$ cat src/rtl/prio_vec_irq.sv
module prio_vec_irq #(
  parameter  int N     = 8,
  parameter  int VW    = 8,
  localparam int IDXW  = $clog2(N),
  localparam int BASEW = VW - IDXW
) (
  input  logic             clk,
  input  logic             rst_n,
  input  logic [N-1:0]     req_i,
  input  logic             ack_i,
  input  logic             eos_i,
  input  logic [BASEW-1:0] base_i,
  output logic             irq_o,
  output logic             vec_valid_o,
  output logic [VW-1:0]    vec_o
);

  typedef enum logic [1:0] {ST_IDLE, ST_HELD, ST_VEC} phase_t;

  phase_t          state;
  logic [N-1:0]    req_q, pend, insvc, take_m, done_m;
  logic            ack_q;
  logic [IDXW-1:0] top_p, top_s, sel_idx;
  logic            pend_any, svc_any, elig, ack_rise, ack_fall, commit;

  always_comb begin
    top_p = '0;
    top_s = '0;
    for (int i = N - 1; i >= 0; i--) begin
      if (pend[i])  top_p = IDXW'(i);
      if (insvc[i]) top_s = IDXW'(i);
    end
  end

  assign pend_any = |pend;
  assign svc_any  = |insvc;
  assign elig     = pend_any && (!svc_any || top_p < top_s);
  assign ack_rise = ack_i & ~ack_q;
  assign ack_fall = ~ack_i & ack_q;
  assign commit   = (state == ST_IDLE) && ack_rise && elig;
  assign take_m   = commit ? (N'(1) << top_p) : '0;
  assign done_m   = (eos_i && svc_any) ? (N'(1) << top_s) : '0;
  assign irq_o    = (state == ST_IDLE) && elig;

  always_ff @(posedge clk or negedge rst_n) begin
    if (!rst_n) begin
      req_q <= '0;
      ack_q <= 1'b0;
      pend  <= '0;
      insvc <= '0;
    end else begin
      req_q <= req_i;
      ack_q <= ack_i;
      pend  <= (pend & ~take_m) | (req_i & ~req_q);
      insvc <= (insvc & ~done_m) | take_m;
    end
  end

  always_ff @(posedge clk or negedge rst_n) begin
    if (!rst_n) begin
      state       <= ST_IDLE;
      sel_idx     <= '0;
      vec_valid_o <= 1'b0;
      vec_o       <= '0;
    end else begin
      case (state)
        ST_IDLE: if (ack_rise) begin
          state   <= ST_HELD;
          sel_idx <= elig ? top_p : IDXW'(N - 1);
        end
        ST_HELD: if (ack_rise) begin
          state       <= ST_VEC;
          vec_valid_o <= 1'b1;
          vec_o       <= {base_i, sel_idx};
        end
        ST_VEC: if (ack_fall) begin
          state       <= ST_IDLE;
          vec_valid_o <= 1'b0;
          vec_o       <= '0;
        end
        default: state <= ST_IDLE;
      endcase
    end
  end

  assert_irq_has_source_R2: assert property (@(posedge clk) disable iff (!rst_n)
    irq_o |-> pend_any);

  assert_irq_drops_on_ack_R4: assert property (@(posedge clk) disable iff (!rst_n)
    commit |=> !irq_o);

  assert_commit_records_R4: assert property (@(posedge clk) disable iff (!rst_n)
    commit |=> insvc[$past(top_p)]);

  assert_eos_clears_one_R8: assert property (@(posedge clk) disable iff (!rst_n)
    (eos_i && svc_any && !commit) |=> $countones(insvc) == $countones($past(insvc)) - 1);

  assert_vec_zero_idle_R6: assert property (@(posedge clk) disable iff (!rst_n)
    !vec_valid_o |-> vec_o == '0);

  assert_vec_hold_R5: assert property (@(posedge clk) disable iff (!rst_n)
    ($past(vec_valid_o) && vec_valid_o) |-> $stable(vec_o));

  assert_req_edge_kept_R9: assert property (@(posedge clk) disable iff (!rst_n)
    (commit && req_i[top_p] && !req_q[top_p]) |=> pend[$past(top_p)]);

endmodule

$ cat config.mk
export PLATFORM = sky130hd
export DESIGN_NAME = prio_vec_irq
export DESIGN_NICKNAME = d
export VERILOG_FILES = /design/src/rtl/prio_vec_irq.sv
export SDC_FILE = /design/constraint.sdc
export NUM_CORES = 1
export LEC_CHECK = 0
export ABC_CLOCK_PERIOD_IN_PS = 3000
export BUFFER_PORTS_ARGS = -buffer_cell sky130_fd_sc_hd__buf_2
export CORE_ASPECT_RATIO = 0.9
export CORE_MARGIN = 2
export CORE_UTILIZATION = 35
export DETAILED_ROUTE_END_ITERATION = 16
export PLACE_DENSITY = 0.53
export SLEW_MARGIN = 30
export SYNTH_ARGS = -nofsm -noshare
export SYNTH_HDL_FRONTEND = slang
export SYNTH_SLANG_ARGS = --single-unit
$ cat constraint.sdc
create_clock -name clk -period 3 [get_ports clk]
set_input_delay 0.6 -clock clk [delete_from_list [all_inputs] [get_ports clk]]
set_output_delay 0.6 -clock clk [all_outputs]
set_load 0.02 [all_outputs]
==> results.md <==
- Status: completed
- Syn nets: 214
- IO Count: 27
- Cts hold-fix bufs: 0
- # setup viols final: 0
- Synth Flop Type: dfrtp_1
- Post-route insts no fill: between 200 and 300
- Final period utilization: between 90 and 100%
- WP data required: 2.40 ns
- Clock tree sinks: 39
- Routed wire length: around 4100 um
- Final Hold Fails: 0
- Remaining antenna violation count after routing: 0
- IO buf count: 26
- Arrival time of the worst setup path: ~2.3 ns
- Post-synth cell types: 36
- Max Cap Viol: 0
- Leakage power: approximately 1.0 nW
- Wirelength per Cell: approximately 14 um
- Post-synth top area share: between 50% and 60%
- GP Congestion: approximately 0.86
- Clock slew at reported path FFs: ~0.080 ns
- Startpoint Class: flip-flop
- RSZ-0062 raised after global routing: no
- Via-per-instance ratio: a little over 5
- Peak VDD IR: ~0.36 mV
- Floorplan row count: 25
- CTS tree: yes
- Post-synth top cells: dfrtp_1, nor2_1, a21oi_1
- Clk root buf: clkbuf_8
- Rel. slew slack: approximately 64%
- Worst-Skew Late Latency: 0.30 ns
- Clk buf depth: 2
- Clock buffer count from CTS: 5
- Largest net degree at the start of global routing: 40
- Share of cells above drive strength 1: roughly 23%
- DIE WIDTH: between 80 and 90 um
- Synth area leaders: dfrtp_1, nor2_1, a21oi_1
- Hold WC Path Type: in2async
- Residual overflow from global routing: 0
- Total number of vias: about 1500
- EDFF count, synth: 0
- Total Power: ~1.8 mW
- Inst Count DP: 287
- Worst Skew: between 0.009 and 0.01 ns
- Crit. End Element: output pin
- Die Y: between 70 and 80 um
- GRT Util Overall: 15.8%
- Synth area leader: dfrtp_1
- Detail Placement HPWL: roughly 2900 um
- Iter 0 DRT Violations: 73
- Post-synthesis sequential area ratio: a little over half
- PD cells: between 700 and 800 nW/um^2
- First-pass GRT wire length: about 7000 um
- Slew Viols, Final: 0
- FMAX: 346 MHz
- Area of the core: 5190 um^2
- Worst Path Max Fanout: 4
- Most repeated cell in the gate-level netlist after synthesis: dfrtp_1
- Post-synthesis cell area: roughly 1900 um^2
- Syn. warnings: 0
- Kind of critical path: reg2out
- Starting Density: a little over a third
- Worst-margin pin slew: around 0.53 ns
- H-tree levels: 2
- Number of global-route vias before repair: ~1500
- Initial antenna violation count: 0
- TNS Setup: 0 ns
- Post-synth ARST share: 100%
- Mean Syn Cell Area: 9.51 um^2
- Pre-antenna DRT Iters: 5
- Post-Syn Instances: 195
- Fin nets: roughly 250
- Post-synthesis register bit count: 39
- Die ar.: approximately 5900 um^2
- Diode count: 0
- Fin crit period: 2.89 ns
- Layout area overhead: 21.1%
- DR DRC count: 0
==> routing by layer <==
metal,global-route usage [%],vias to the layer above,routed length [um]
li1,-,755,-
met2,21.6,49,1830
met3,4.58,6,258
met4,5.65,0,64
met5,0,-,0
met1,23.6,728,1980
==> registers in the layout, summed over array words and instances (netlist names) <==
register / flops
state: 2
pend: 8
insvc: 8
vec_valid_o: 1
req_q: 8
vec_o: 8
sel_idx: 3
ack_q: 1
==> critical path: stages, from the launching register on <==
cell	delay [ns]
dfrtp_1	0.41
or4_4	0.56
nand2_1	0.09
ha_1	0.26
a21oi_2	0.17
inv_1	0.05
a31oi_1	0.15
o21a_1	0.15
buf_2	0.16
==> where the power goes <==
part	total, mW	switching (mW)	internal [mW]	leakage [nW]
Combinational	0.529	0.311	0.218	0.515
Sequential	0.733	0.103	0.630	0.467
Clock	0.515	0.183	0.332	0.0654
Total	1.78	0.597	1.18	1.05
==> final cells by class <==
class                      instances  area [um^2]
inverter                          11         41.3
multi-input combinational        140          833
timing repair buffer              32          178
sequential                        39          976
clock buffer                       6         72.6
clock inverter                     2         60.1
fill                             526         2950
tap                               67         83.8
==> layout by cell type (no fill, tap or decap), types with 3 or more instances in the layout <==
cell / count
nor3_1: 3
nor2b_1: 11
nand2_1: 11
inv_1: 11
buf_4: 7
clkbuf_8: 5
o22ai_1: 9
a21oi_1: 20
o21ai_0: 8
nor2_2: 3
nor2_1: 35
buf_2: 25
nand2b_1: 4
dfrtp_1: 39
o21a_1: 4
==> cells by family (layout without fill, tap and decap cells) <==
logic type | after synthesis | in the layout | share of synthesized area [%]
compound gates | 60 | 60 | 22.1
buf+inv | 16 | 51 | 3.64
xor+xnor | 1 | 1 | 0.472
fa+ha+maj | 2 | 2 | 1.35
simple gates | 77 | 77 | 19.8
flops | 39 | 39 | 52.6
==> path summary, 6_finish.rpt <==
check                         start        to  slack, ns  depth (start not counted)
setup / recovery           insvc[5]     irq_o       0.11                          8
hold / removal                rst_n  req_q[2]       0.26                          1
setup reg to reg           insvc[5]   pend[7]       0.57                          7
hold reg to reg            req_q[0]   pend[0]       0.43                          1
max in group asynchronous     rst_n   pend[3]       2.38                          1
min in group clk           req_i[0]  req_q[0]       0.42                          1
==> through the flow <==
| step | cell area (um^2) | setup WS, ns | util, % | hold slack (ns) |
|---|---|---|---|---|
| 4_1_cts | 2200 | 0.0822 | 42.5 | 0.415 |
| 5_1_grt | 2240 | 0.0143 | 43.2 | 0.301 |
| 6_report | 2240 | 0.108 | 43.2 | 0.258 |
| 3_3_place_gp | 2070 | 0.444 | 39.9 | 0.418 |
| 3_5_place_dp | 2070 | 0.418 | 39.9 | 0.418 |
| 2_1_floorplan | 1850 | 0.583 | - | 0.304 |
==> what timing repair did <==
item	in CTS	in global routing
buffers inserted	0	2
endpoints found under the setup margin	0	1
resized for setup	0	6
Note: power is estimated with default switching activity, not from simulation.
